File: config.mk
export PLATFORM = sky130hd
export DESIGN_NAME = drv_spi_slave
export DESIGN_NICKNAME = d
export VERILOG_FILES = /design/src/rtl/drv_spi_pkg.sv /design/src/rtl/spi_pin_sync.sv /design/src/rtl/spi_frame_shifter.sv /design/src/rtl/diag_flag_latch.sv /design/src/rtl/drv_spi_slave.sv
export SDC_FILE = /design/constraint.sdc
export NUM_CORES = 1
export LEC_CHECK = 0
export ABC_AREA = 1
export BUFFER_PORTS_ARGS = -buffer_cell sky130_fd_sc_hd__buf_2
export CORE_ASPECT_RATIO = 0.5
export CORE_MARGIN = 2
export CORE_UTILIZATION = 45
export CTS_CLUSTER_SIZE = 40
export DETAILED_ROUTE_END_ITERATION = 10
export PLACE_DENSITY = 0.66
export SLEW_MARGIN = 20
export SYNTH_ARGS = -nofsm -noshare
export SYNTH_HDL_FRONTEND = slang
export SYNTH_SLANG_ARGS = --single-unit
File: constraint.sdc
create_clock -name clk_i -period 1.4 [get_ports clk_i]
set_input_delay 0.14 -clock clk_i [delete_from_list [all_inputs] [get_ports clk_i]]
set_output_delay 0.14 -clock clk_i [all_outputs]
set_load 0.05 [all_outputs]
File: src/rtl/drv_spi_pkg.sv
package drv_spi_pkg;
  localparam int FRAME_W = 16;
  localparam int CFG_W   = FRAME_W - 2;

  typedef enum logic [1:0] {
    CMD_NOP     = 2'b00,
    CMD_WR_CFG  = 2'b01,
    CMD_RD_DIAG = 2'b10,
    CMD_RSVD    = 2'b11
  } cmd_e;
endpackage

File: src/rtl/spi_pin_sync.sv
module spi_pin_sync #(
  parameter int           W       = 3,
  parameter int           STAGES  = 2,
  parameter logic [W-1:0] RST_VAL = '0
) (
  input  logic         clk_i,
  input  logic         rst_ni,
  input  logic [W-1:0] d_i,
  output logic [W-1:0] q_o
);
  logic [STAGES-1:0][W-1:0] pipe_q;

  always_ff @(posedge clk_i or negedge rst_ni) begin
    if (!rst_ni) pipe_q <= {STAGES{RST_VAL}};
    else         pipe_q <= {pipe_q[STAGES-2:0], d_i};
  end

  assign q_o = pipe_q[STAGES-1];
endmodule

File: src/rtl/spi_frame_shifter.sv
module spi_frame_shifter
  import drv_spi_pkg::*;
(
  input  logic               clk_i,
  input  logic               rst_ni,
  input  logic               cs_ns_i,
  input  logic               sck_s_i,
  input  logic               sdi_s_i,
  input  logic [FRAME_W-1:0] load_word_i,
  input  logic               fast_bit_i,
  output logic               sdo_o,
  output logic               frame_start_o,
  output logic               frame_end_o,
  output logic               frame_ok_o,
  output logic [FRAME_W-1:0] rx_word_o
);
  localparam int CNT_W = $clog2(FRAME_W);

  logic               cs_d_q, sck_d_q;
  logic [FRAME_W-1:0] sr_q;
  logic               so_q, rise_seen_q, any_q;
  logic [CNT_W-1:0]   cnt_q;

  wire sck_rise = sck_s_i & ~sck_d_q & ~cs_ns_i;
  wire sck_fall = ~sck_s_i & sck_d_q & ~cs_ns_i;
  assign frame_start_o = cs_d_q & ~cs_ns_i;
  assign frame_end_o   = ~cs_d_q & cs_ns_i;

  always_ff @(posedge clk_i or negedge rst_ni) begin
    if (!rst_ni) begin
      cs_d_q      <= 1'b1;
      sck_d_q     <= 1'b0;
      sr_q        <= '0;
      so_q        <= 1'b0;
      rise_seen_q <= 1'b0;
      any_q       <= 1'b0;
      cnt_q       <= '0;
    end else begin
      cs_d_q  <= cs_ns_i;
      sck_d_q <= sck_s_i;
      if (frame_start_o) begin
        sr_q  <= load_word_i;
        cnt_q <= '0;
        any_q <= 1'b0;
      end else if (sck_fall) begin
        sr_q  <= {sr_q[FRAME_W-2:0], sdi_s_i};
        cnt_q <= cnt_q + 1'b1;
        any_q <= 1'b1;
      end
      if (sck_rise) so_q <= sr_q[FRAME_W-1];
      if (cs_ns_i)       rise_seen_q <= 1'b0;
      else if (sck_rise) rise_seen_q <= 1'b1;
    end
  end

  // before the first rising edge the fast status bit owns the pin
  assign sdo_o      = rise_seen_q ? so_q : fast_bit_i;
  assign frame_ok_o = any_q && (cnt_q == '0);
  assign rx_word_o  = sr_q;


  rise_hold_chk: assert property (@(posedge clk_i) disable iff (!rst_ni)
    (rise_seen_q && !cs_ns_i) |=> rise_seen_q);
endmodule

File: src/rtl/diag_flag_latch.sv
module diag_flag_latch #(
  parameter int NF = 8
) (
  input  logic          clk_i,
  input  logic          rst_ni,
  input  logic [NF-1:0] fault_i,
  input  logic          clr_i,
  input  logic [NF-1:0] clr_mask_i,
  output logic [NF-1:0] flags_o
);
  logic [NF-1:0] flags_q, clr_eff;

  assign clr_eff = clr_i ? clr_mask_i : '0;

  always_ff @(posedge clk_i or negedge rst_ni) begin
    if (!rst_ni) flags_q <= '0;
    else         flags_q <= (flags_q & ~clr_eff) | fault_i;
  end

  assign flags_o = flags_q;


  flag_sticky_chk: assert property (@(posedge clk_i) disable iff (!rst_ni)
    ((($past(flags_q) & ~$past(clr_eff)) & ~flags_q) == '0));

  fault_set_chk: assert property (@(posedge clk_i) disable iff (!rst_ni)
    (|fault_i) |=> ((flags_q & $past(fault_i)) == $past(fault_i)));
endmodule

File: src/rtl/drv_spi_slave.sv
module drv_spi_slave
  import drv_spi_pkg::*;
#(
  parameter int                 NF          = 8,
  parameter logic [FRAME_W-1:0] ID_WORD     = 16'hC95A,
  parameter int                 SYNC_STAGES = 2
) (
  input  logic             clk_i,
  input  logic             rst_ni,
  input  logic             cs_ni,
  input  logic             sck_i,
  input  logic             sdi_i,
  output logic             sdo_o,
  output logic             sdo_oe_o,
  input  logic [NF-1:0]    fault_i,
  input  logic             en_i,
  output logic [CFG_W-1:0] cfg_o
);
  localparam int PAD_W = FRAME_W - 1 - NF;

  logic [2:0]         pins_s;
  logic               frame_start, frame_end, frame_ok;
  logic [FRAME_W-1:0] rx_word, reply;
  logic [NF-1:0]      flags, sent_q;
  logic               id_pend_q, rd_pend_q, clr_arm_q;
  logic [CFG_W-1:0]   cfg_q;
  cmd_e               cmd;

  spi_pin_sync #(.W(3), .STAGES(SYNC_STAGES), .RST_VAL(3'b100)) u_sync (
    .clk_i, .rst_ni,
    .d_i ({cs_ni, sck_i, sdi_i}),
    .q_o (pins_s)
  );

  assign reply = id_pend_q ? ID_WORD : {en_i, {PAD_W{1'b0}}, flags};

  spi_frame_shifter u_shift (
    .clk_i, .rst_ni,
    .cs_ns_i       (pins_s[2]),
    .sck_s_i       (pins_s[1]),
    .sdi_s_i       (pins_s[0]),
    .load_word_i   (reply),
    .fast_bit_i    (|flags),
    .sdo_o         (sdo_o),
    .frame_start_o (frame_start),
    .frame_end_o   (frame_end),
    .frame_ok_o    (frame_ok),
    .rx_word_o     (rx_word)
  );

  wire commit = frame_end & frame_ok;
  assign cmd = cmd_e'(rx_word[FRAME_W-1 -: 2]);

  diag_flag_latch #(.NF(NF)) u_diag (
    .clk_i, .rst_ni,
    .fault_i    (fault_i),
    .clr_i      (commit & clr_arm_q),
    .clr_mask_i (sent_q),
    .flags_o    (flags)
  );

  always_ff @(posedge clk_i or negedge rst_ni) begin
    if (!rst_ni) begin
      id_pend_q <= 1'b1;
      rd_pend_q <= 1'b0;
      clr_arm_q <= 1'b0;
      sent_q    <= '0;
      cfg_q     <= '0;
    end else begin
      if (frame_start) begin
        clr_arm_q <= rd_pend_q;
        sent_q    <= flags;
      end
      if (commit) begin
        id_pend_q <= 1'b0;
        rd_pend_q <= (cmd == CMD_RD_DIAG);
        if (cmd == CMD_WR_CFG) cfg_q <= rx_word[CFG_W-1:0];
      end
    end
  end

  assign cfg_o    = cfg_q;
  assign sdo_oe_o = rst_ni & ~cs_ni;


  cfg_hold_chk: assert property (@(posedge clk_i) disable iff (!rst_ni)
    !commit |=> $stable(cfg_q));
endmodule

==> results of run 1 <==
-- through the flow --
stage	power (W)	instances	utilization [%]
4_1_cts	0.00548	424	61.3
5_1_grt	0.00571	429	63.3
2_1_floorplan	0.00274	291	-
3_5_place_dp	0.00303	399	53.6
3_3_place_gp	0.00299	399	53.6
6_report	0.00547	429	63.3
-- flip-flops by register name, indices dropped and copies added (netlist names) --
| name | count |
|---|---|
| u_shift.rx_word_o | 16 |
| cfg_o | 14 |
| sent_q | 8 |
| u_diag.flags_o | 8 |
| u_shift.cnt_q | 4 |
| u_sync.pipe_q | 3 |
| u_sync.q_o | 3 |
| clr_arm_q | 1 |
| id_pend_q | 1 |
| rd_pend_q | 1 |
| u_shift.any_q | 1 |
| u_shift.cs_d_q | 1 |
| u_shift.rise_seen_q | 1 |
| u_shift.sck_d_q | 1 |
| u_shift.so_q | 1 |
-- layout make-up --
cell class | count | area (um2)
clock buffers | 9 | 225
clock inverters | 7 | 96.3
fillers | 456 | 2070
inverters | 32 | 128
multi-input cells | 187 | 962
flip-flops and latches | 64 | 1610
well taps | 73 | 91.3
repair buffers | 57 | 458
-- cells in the mapped netlist --
cell and n:
a21oi_1 2, and3_1 1, buf_2 4, buf_6 3
clkbuf_1 1, dfrtp_1 60, dfstp_2 4, ha_1 2
inv_1 30, inv_2 1, inv_4 1, nand2_1 109
nand2_2 3, nand3_1 15, nand3_4 1, nand3b_1 2
nand4_1 8, nor2_1 12, nor2_4 1, nor2_8 1
nor3_1 1, o21ai_0 10, o21ai_1 4, o21ai_2 14
xor2_1 1
-- layer usage --
layer | track usage (%) | share of wire [%] | vias up
met4 | 8.71 | 2.1 | 0
met3 | 6.28 | 5.7 | 15
li1 | - | - | 1040
met5 | 0 | 0 | -
met1 | 26.5 | 49 | 989
met2 | 28.1 | 43 | 60
-- power by group through the flow --
| stage | Clock (W) | Sequential (W) | Combinational [W] |
|---|---|---|---|
| final | 0.00237 | 0.00226 | 0.000839 |
| after global routing | 0.00249 | 0.00228 | 0.000938 |
| after CTS | 0.00241 | 0.00225 | 0.000823 |
| after detailed placement | 0 | 0.00228 | 0.000753 |
| after global placement | 0 | 0.00226 | 0.000724 |
| after floorplan | 0 | 0.00228 | 0.000461 |
-- cell families (layout without fill, tap and decap cells) --
logic type               count (synthesis)  after routing  share of synthesized area, %
adder cells (fa/ha/maj)                  2              2                         0.928
AO/OA/AOI/OAI                           30             30                          7.52
XOR/XNOR                                 1              1                         0.325
AND/OR/NAND/NOR                        154            154                          25.0
buffers and inverters                   40            105                          6.68
flip-flops                              64             64                          59.6
-- worst max-delay path, cell delays in order (launching register included) --
cell     delay [ns]
dfrtp_1        0.39
nor2_1         0.14
and3_4         0.22
a21oi_4        0.06
buf_6          0.16
-- worst max path at each step --
stage                            startpoint  cells past startpoint   endpoint  slack, ns
after detailed placement   u_shift.cnt_q[1]                      8   cfg_o[6]      -0.05
after CTS                 u_diag.flags_o[2]                      4      sdo_o      -0.02
final                     u_diag.flags_o[3]                      4      sdo_o      -0.03
after floorplan            u_shift.cnt_q[0]                      8  cfg_o[10]       0.02
after global placement     u_shift.cnt_q[1]                      8   cfg_o[4]       0.01
after global routing      u_diag.flags_o[3]                      4      sdo_o      -0.08
-- timing repair --
item	4_1_cts	5_1_grt
endpoints found under the hold margin	8	0
pin swaps	1	4
resized for setup	6	14
gates cloned	0	2
endpoints found under the setup margin	18	38
hold buffers	8	0
buffers inserted	1	3
==> results.yml, run 1 <==
status:
  run_status: "finished with violations"
  failed_checks: "negative hold slack, negative setup slack"
power:
  power.leakage_nw: 1.83
  seq_power_share_pct: 41.3
  power.combinational.fraction_pct: 15.3
  switchingPower_w: 0.00153
  clockPowerShare_pct: 43.4
  power.ir.vdd_worst_uv: 777
  switching_share_pct: 28.0
  power_per_cell_area_mw_per_mm2: 1530
  internal_power_w: 0.00394
place:
  portbufs: 29
  dp_slack_ns: -0.0502
  place_area_mm2: 0.00302
  finalWeightedCongestion: 0.850
  dp_hpwl_mm: 3.76
die:
  fp.coreArea_mm2: 0.00563
  die_w_um: 113
  floorplan.initialDensity_pct: 47.9
  core.rowCount: 19
  floorplan_die_height_um: 58.7
  die-area_mm2: 0.00666
  num_ports: 30
final_layout:
  commonest_non_fill_non_tap_cell_in_the_layout: "nand2_1"
  drive_above_1_share_pct: 28.7
  post_route_cell_area_mm2: 0.00357
  syn_to_final_growth_pct: 32.3
  layout.cells.most_common_list: "nand2_1 (105), dfrtp_1 (60), inv_1 (28), buf_2 (28)"
  insertedDiodeCount: 0
  number_of_nets_in_the_layout: 367
setup_path:
  worst_r2r_start: "u_shift.cnt_q[1]"
  worstPathMaxFanout: 2
  worstReg2RegEnd: "cfg_o[9]"
  crit_path_end_kind: "primary output"
  rrSetupSlack_ns: 0.01
  rr_worst_depth: 8
  worstSetupPathType: "reg -> out"
  worst_ep_arrival_time_ns: 1.29
  crit_path_start_kind: "register"
  worst_ep_required_time_ns: 1.26
detailed_routing:
  vias: 2104
  avgRoutedWirePerCell_um: 13.6
  viasPerCell: 4.90
  route.antenna.remaining_nets: 0
  remaining_drc_errors: 0
  drt_first_iter_violations: 130
  drt-pass1-iter-count: 4
  wl_mm: 5.83
clock_tree:
  insertion_delay_ns: 0.33
  clk_path_buf_depth: 2
  clock_tree_from_tritoncts: "built"
  cts-root-buf: "clkbuf_16"
  cts.sink_count: 64
  tritoncts.num_buffers: 9
  cts.clk_slew.worst_paths_ns: 0.05
  ctsHtreeMaxLevel: 3
sta:
  hold_viol: 19
  post-route-worst-setup-slack_ns: -0.0267
  layout_min_cycle_time_ns: 1.43
  hold_slack_ns: -0.0117
  timing.final.crit_share_pct: 102
  worst_clock_skew_ns: 0.00525
  finalSetupViolCount: 1
  timing.setup.tns_ns: -0.0267
  slew-limit-headroom_pct: 48.2
  grt_setup_unrepaired: "yes"
  maxSlewViolCount: 0
  tightest_slew_ns: 0.777
  timing.fmax_mhz: 701
synthesis:
  synth.top_cells.by_area: "dfrtp_1 (56%), nand2_1 (15%), o21ai_2 (4.5%), inv_1 (4.2%), dfstp_2 (3.9%)"
  synth.lib_cells_used.distinct: 25
  mappedNetlistArea_mm2: 0.00270
  mappedNetlistNets: 307
  yosys_top_cell_area_share_pct: 55.7
  postSynthRegisterBits: 64
  synth_sequential_area_ratio_pct: 59.6
  yosysWarningCount: 0
  postSynthCellCount: 291
  yosys.area.top_type: "dfrtp_1"
  syn-mean-instance-area_um2: 9.27
grt:
  grt_pass1_vias: 2007
  globalRouteTotalUtil_pct: 19.2
  grt_start_max_net_pins: 65
  grt_antenna_before_repair: 0
  global_route.overflow_total: 0
  wire_length_of_the_first_global_routing_pass_mm: 9.65
job:
  maxCapViolations: 0
hold_path:
  min_path_type: "in -> async"
Note: power is estimated with default switching activity, not from simulation.
==> inputs of run 2 (changes only) <==
- ABC_AREA: 1 -> 0
- PLACE_DENSITY: 0.66 -> 0.67
==> run 2 against run 1 <==
Net effect: non-clock buffer count grew 2; combinational power fell by 41%; cell count decreased by 21%; clock power is 19% lower; global-route usage is 0.95 points lower; the flow finishes with violations (negative setup slack); clock-buffer cell count is 2 higher; setup slack worse by 0.11 ns; core utilization is 0.093 points higher.
==> results.yml, run 2 <==
power:
  internal_power_w: 0.00345
  power.combinational.fraction_pct: 10.8
  total_power_w: 0.00453
  seq_power_share_pct: 46.7
  power.leakage_nw: 1.65
  switching_share_pct: 23.9
  switchingPower_w: 0.00108
  power_per_cell_area_mw_per_mm2: 1290
  clockPowerShare_pct: 42.5
  power.ir.vdd_worst_uv: 637
synthesis:
  syn-mean-instance-area_um2: 13.1
  mappedNetlistNets: 216
  yosys.area.top_type: "dfrtp_1"
  synth.top_cells.by_area: "dfrtp_1 (57%), mux2_2 (13%), dfstp_2 (4.0%), mux2i_1 (2.7%), inv_1 (2.6%)"
  synth.lib_cells_used.distinct: 33
  postSynthCellCount: 200
  synth_edf_count: 0
  postSynthRegisterBits: 64
  mappedNetlistArea_mm2: 0.00262
  yosysWarningCount: 0
  synth_sequential_area_ratio_pct: 61.4
  ys_top_cells_by_count: "dfrtp_1 (60), mux2_2 (31), inv_1 (18)"
  yosys_top_cell_area_share_pct: 57.4
  synth-main-ff-cell: "dfrtp_1"
  synthMostInstantiatedCell: "dfrtp_1"
  synth-async-reset-ratio_pct: 100
die:
  die-area_mm2: 0.00648
  core.rowCount: 19
  num_ports: 30
  floorplan.initialDensity_pct: 47.3
  fp.coreArea_mm2: 0.00554
  floorplan_die_height_um: 57.9
  die_w_um: 112
status:
  failed_checks: "negative setup slack"
  run_status: "finished with violations"
setup_path:
  rrSetupSlack_ns: -0.14
  worstReg2RegEnd: "u_shift.rx_word_o[7]"
  path_cells: "nor2b_2 > buf_6 > mux2_4 > mux2_2"
  cpLargestDelayFamily: "flip-flops"
  cp_slowest_cell: "dfstp_2"
  rr_worst_depth: 4
  worstPathMaxFanout: 4
  crit_path_start_kind: "register"
  worst_ep_arrival_time_ns: 1.75
  worst_ep_required_time_ns: 1.61
  crit_path_end_kind: "register"
  critical_path.n_buffers_inverters: 1
  cpPeakStageDelay_ns: 0.55
  worstSetupPathType: "reg -> reg"
  worst_r2r_start: "u_shift.cs_d_q"
detailed_routing:
  remaining_drc_errors: 0
  route.antenna.remaining_nets: 0
  vias: 1753
  viasPerCell: 5.14
  wl_mm: 5.47
  drt-pass1-iter-count: 4
  drt_first_iter_violations: 66
  avgRoutedWirePerCell_um: 16.0
clock_tree:
  ctsHtreeMaxLevel: 3
  cts-root-buf: "clkbuf_16"
  insertion_delay_ns: 0.33
  cts.sink_count: 64
  clk_path_buf_depth: 2
  cts.clk_slew.worst_paths_ns: 0.05
  clock_tree_from_tritoncts: "built"
  tritoncts.num_buffers: 9
sta:
  layout_min_cycle_time_ns: 1.54
  worst_clock_skew_ns: 0.00515
  timing.fmax_mhz: 651
  maxSlewViolCount: 0
  grt_setup_unrepaired: "yes"
  finalSetupViolCount: 35
  timing.final.crit_share_pct: 110
  timing.setup.tns_ns: -2.66
  post-route-worst-setup-slack_ns: -0.136
  hold_viol: 0
  slew-limit-headroom_pct: 47.7
  hold_slack_ns: 0.0377
  tightest_slew_ns: 0.785
place:
  finalWeightedCongestion: 0.769
  dp_slack_ns: -0.195
  dp_hpwl_mm: 3.42
  portbufs: 29
final_layout:
  commonest_non_fill_non_tap_cell_in_the_layout: "dfrtp_1"
  insertedDiodeCount: 0
  syn_to_final_growth_pct: 34.2
  largest_register_ff_count: 16
  drive_above_1_share_pct: 48.1
  layout.cells.most_common_list: "dfrtp_1 (60), mux2_2 (30), buf_2 (28)"
  number_of_nets_in_the_layout: 279
grt:
  grt_pass1_vias: 1731
  global_route.overflow_total: 0
  globalRouteTotalUtil_pct: 18.3
  wire_length_of_the_first_global_routing_pass_mm: 8.68
  grt_antenna_before_repair: 0
  grt_start_max_net_pins: 65
hold_path:
  min_path_type: "in -> async"
job:
  maxCapViolations: 0
==> run 2: how the worst max path moves through the flow <==
| stage | startpoint | endpoint | slack [ns] | cells past startpoint |
|---|---|---|---|---|
| finish | u_shift.cs_d_q | u_shift.rx_word_o[7] | -0.14 | 4 |
| global route | u_shift.cs_d_q | u_shift.rx_word_o[7] | -0.19 | 4 |
| CTS | u_diag.flags_o[1] | sdo_o | -0.13 | 3 |
| detailed placement | u_sync.q_o[2] | cfg_o[6] | -0.19 | 3 |
| global placement | u_sync.q_o[2] | cfg_o[12] | -0.15 | 3 |
| floorplan | u_shift.cs_d_q | u_shift.rx_word_o[7] | -0.18 | 5 |
==> run 2: layout make-up <==
cell class,count,area (um2)
Fill cell,427,2030
Sequential cell,64,1610
Multi-Input combinational cell,111,1050
Timing Repair Buffer,59,440
Clock buffer,11,233
Tap cell,73,91.3
Inverter,18,67.6
Clock inverter,5,25.0
==> run 2: through the flow <==
step	util, %	instances	cell area [um2]
finish	63.4	341	3510
global route	63.4	341	3510
CTS	62.2	340	3440
detailed placement	53.9	314	2990
global placement	53.9	314	2990
floorplan	-	200	2650
==> run 2: repair_timing <==
| action | in CTS | in global routing |
|---|---|---|
| endpoints found under the setup margin | 34 | 46 |
| resized for setup | 17 | 16 |
| setup buffers | 6 | 3 |
| pin swaps | 4 | 13 |
| endpoints found under the hold margin | 3 | 0 |
| hold buffers | 3 | 0 |
| cloned | 1 | 1 |
==> run 2: cells by family after synthesis <==
| kind of cell | synth area share [%] |
|---|---|
| DFF | 61.4 |
| and+or+nand+nor | 9.61 |
| muxes | 16.0 |
| AOI/OAI and AO/OA | 7.79 |
| buffers and inverters | 4.25 |
| adders and majority gates | 0.956 |
==> run 2: routing by layer <==
metal	GRT usage, %	up-vias	wire length [um]	share of wire (%)
li1	-	824	-	-
met1	24.2	883	2650	48
met2	27.3	38	2470	45
met3	7.95	8	272	5.0
met4	6.88	0	82	1.5
met5	0	-	0	0
==> run 2: power by group through the flow <==
stage                     logic (W)  registers (W)  clock network [W]
after CTS                  0.000470        0.00211            0.00198
final                      0.000492        0.00212            0.00193
after global placement     0.000398        0.00213                  0
after detailed placement   0.000411        0.00214                  0
after floorplan            0.000265        0.00210                  0
after global routing       0.000539        0.00213            0.00206
==> inputs of run 3 (changes only) <==
- PLACE_DENSITY: 0.67 -> not set
- clock period: 1.4 -> 1.6 ns (I/O delays scaled with it)
==> run 3 against run 2 <==
Net effect: clock skew grew 0.0016 ns; flip-flop and latch count unchanged; via count fell by 3.3%; highest routed layer unchanged; sequential power decreased by 13%; setup slack improved by 0.18 ns; final area is 4.4% lower; fmax fell by 1.2%; die area unchanged; sequential share of layout area increased by 2.1 points; clock-buffer cell count up 1; critical path type unchanged; clock power decreased by 2%; global-route usage is essentially flat; largest cell class unchanged; the run now ends clean.
==> results.yml, run 3 (same netlist as run 2, synthesis figures left out) <==
detailed_routing:
  route.antenna.remaining_nets: 0
  remaining_drc_errors: 0
  drt_first_iter_violations: 117
  vias: 1696
  wl_mm: 5.11
  drt-pass1-iter-count: 4
  viasPerCell: 5.09
  avgRoutedWirePerCell_um: 15.3
final_layout:
  final_cell_count_no_fill: 333
  largest_register_ff_count: 16
  layout.cells.most_common_list: "dfrtp_1 (60), mux2_2 (30), buf_2 (28)"
  drive_above_1_share_pct: 40.4
  number_of_nets_in_the_layout: 271
  syn_to_final_growth_pct: 28.3
  insertedDiodeCount: 0
  post_route_cell_area_mm2: 0.00336
  commonest_non_fill_non_tap_cell_in_the_layout: "dfrtp_1"
sta:
  maxSlewViolCount: 0
  hold_viol: 0
  tightest_slew_ns: 0.336
  slew-limit-headroom_pct: 77.3
  timing.fmax_mhz: 643
  grt_setup_unrepaired: "no"
  finalSetupViolCount: 0
  layout_min_cycle_time_ns: 1.56
  worst_clock_skew_ns: 0.00673
  timing.final.crit_share_pct: 97.2
setup_path:
  worstPathMaxFanout: 5
  rrSetupSlack_ns: 0.04
  worst_ep_arrival_time_ns: 1.76
  crit_path_end_kind: "register"
  worst_ep_required_time_ns: 1.81
  crit_path_start_kind: "register"
  worstSetupPathType: "reg -> reg"
place:
  finalWeightedCongestion: 0.711
  portbufs: 29
  dp_hpwl_mm: 3.30
  place_area_mm2: 0.00295
  number_of_instances_in_the_placed_design: 307
power:
  power.ir.vdd_worst_uv: 654
  switchingPower_w: 0.000921
  internal_power_w: 0.00319
  power.leakage_nw: 1.59
  clockPowerShare_pct: 45.8
  total_power_w: 0.00411
  switching_share_pct: 22.4
  power.combinational.fraction_pct: 9.1
  power_per_cell_area_mw_per_mm2: 1220
  seq_power_share_pct: 45.0
hold_path:
  min_path_type: "in -> reg"
grt:
  grt_pass1_vias: 1732
  globalRouteTotalUtil_pct: 18.3
  wire_length_of_the_first_global_routing_pass_mm: 8.69
  grt_antenna_before_repair: 0
  global_route.overflow_total: 0
  grt_start_max_net_pins: 65
die:
  floorplan.initialDensity_pct: 47.3
  core.rowCount: 19
  die_w_um: 112
  fp.coreArea_mm2: 0.00554
  die-area_mm2: 0.00648
  floorplan_die_height_um: 57.9
  num_ports: 30
clock_tree:
  tritoncts.num_buffers: 9
  cts-root-buf: "clkbuf_16"
  cts.clk_slew.worst_paths_ns: 0.05
  ctsHtreeMaxLevel: 3
  insertion_delay_ns: 0.32
  clock_tree_from_tritoncts: "built"
  cts.sink_count: 64
  clk_path_buf_depth: 2
job:
  maxCapViolations: 0
status:
  run_status: "finished, final reports clean"
-- run 3: cell types whose count changed in the layout (fill, tap and decap cells not counted), moves of 4 or more --
cell,delta
a21oi_1,+4
a21oi_2,-4
buf_6,-5
buf_4,-4
-- run 3: through the flow --
stage | util, % | setup WS, ns | hold WS [ns] | TNS [ns]
global placement | 53.2 | -0.000610 | 0.233 | -0.000610
global route | 60.6 | 0.00589 | 0.0963 | 0
CTS | 60.1 | 0.0116 | 0.0774 | 0
finish | 60.6 | 0.0445 | 0.0908 | 0
floorplan | - | 0.0181 | -0.136 | 0
detailed placement | 53.2 | -0.0363 | 0.241 | -0.400
-- run 3: timing repair --
| item | 4_1_cts | 5_1_grt |
|---|---|---|
| gates resized for setup | 3 | 3 |
| pin swaps | 1 | 2 |
| endpoints found under the hold margin | 63 | 0 |
| setup endpoints to repair | 25 | 22 |
| buffers inserted | 3 | 3 |
| hold buffers | 4 | 0 |
-- run 3: final cells by class --
class / instances / area (um2)
Sequential cell: 64 / 1610
Clock inverter: 4 / 45.0
Clock buffer: 12 / 246
Inverter: 18 / 67.6
Fill cell: 460 / 2180
Timing Repair Buffer: 52 / 384
Multi-Input combinational cell: 110 / 917
Tap cell: 73 / 91.3
-- run 3: worst paths after layout --
path	from	to	cells after the start
max	u_shift.cs_d_q	u_shift.rx_word_o[7]	4
min	fault_i[5]	u_diag.flags_o[5]	3
max reg2reg	u_shift.cs_d_q	u_shift.rx_word_o[7]	4
min reg2reg	u_sync.pipe_q[0]	u_sync.q_o[0]	0
max in group asynchronous	rst_ni	u_sync.pipe_q[2]	3
min in group asynchronous	rst_ni	u_diag.flags_o[1]	3
-- run 3: worst max-delay path, stage by stage, from the launching register on --
cell     delay [ns]
dfstp_2        0.57
nor2b_2        0.17
buf_4          0.16
mux2_4         0.29
mux2_2         0.26
-- run 3: layer usage --
| layer | routed length (um) | track usage (%) | up-vias |
|---|---|---|---|
| met5 | 0 | 0 | - |
| met4 | 34 | 5.82 | 0 |
| met3 | 244 | 8.47 | 2 |
| met2 | 2280 | 27.8 | 33 |
| met1 | 2550 | 23.9 | 851 |
| li1 | - | - | 810 |
-- run 3: power by group through the flow --
stage	Sequential, W	Clock [W]	Combinational, W
after floorplan	0.00184	0	0.000228
after global placement	0.00187	0	0.000340
after detailed placement	0.00188	0	0.000349
after CTS	0.00185	0.00194	0.000373
after global routing	0.00187	0.00201	0.000419
final	0.00185	0.00189	0.000376
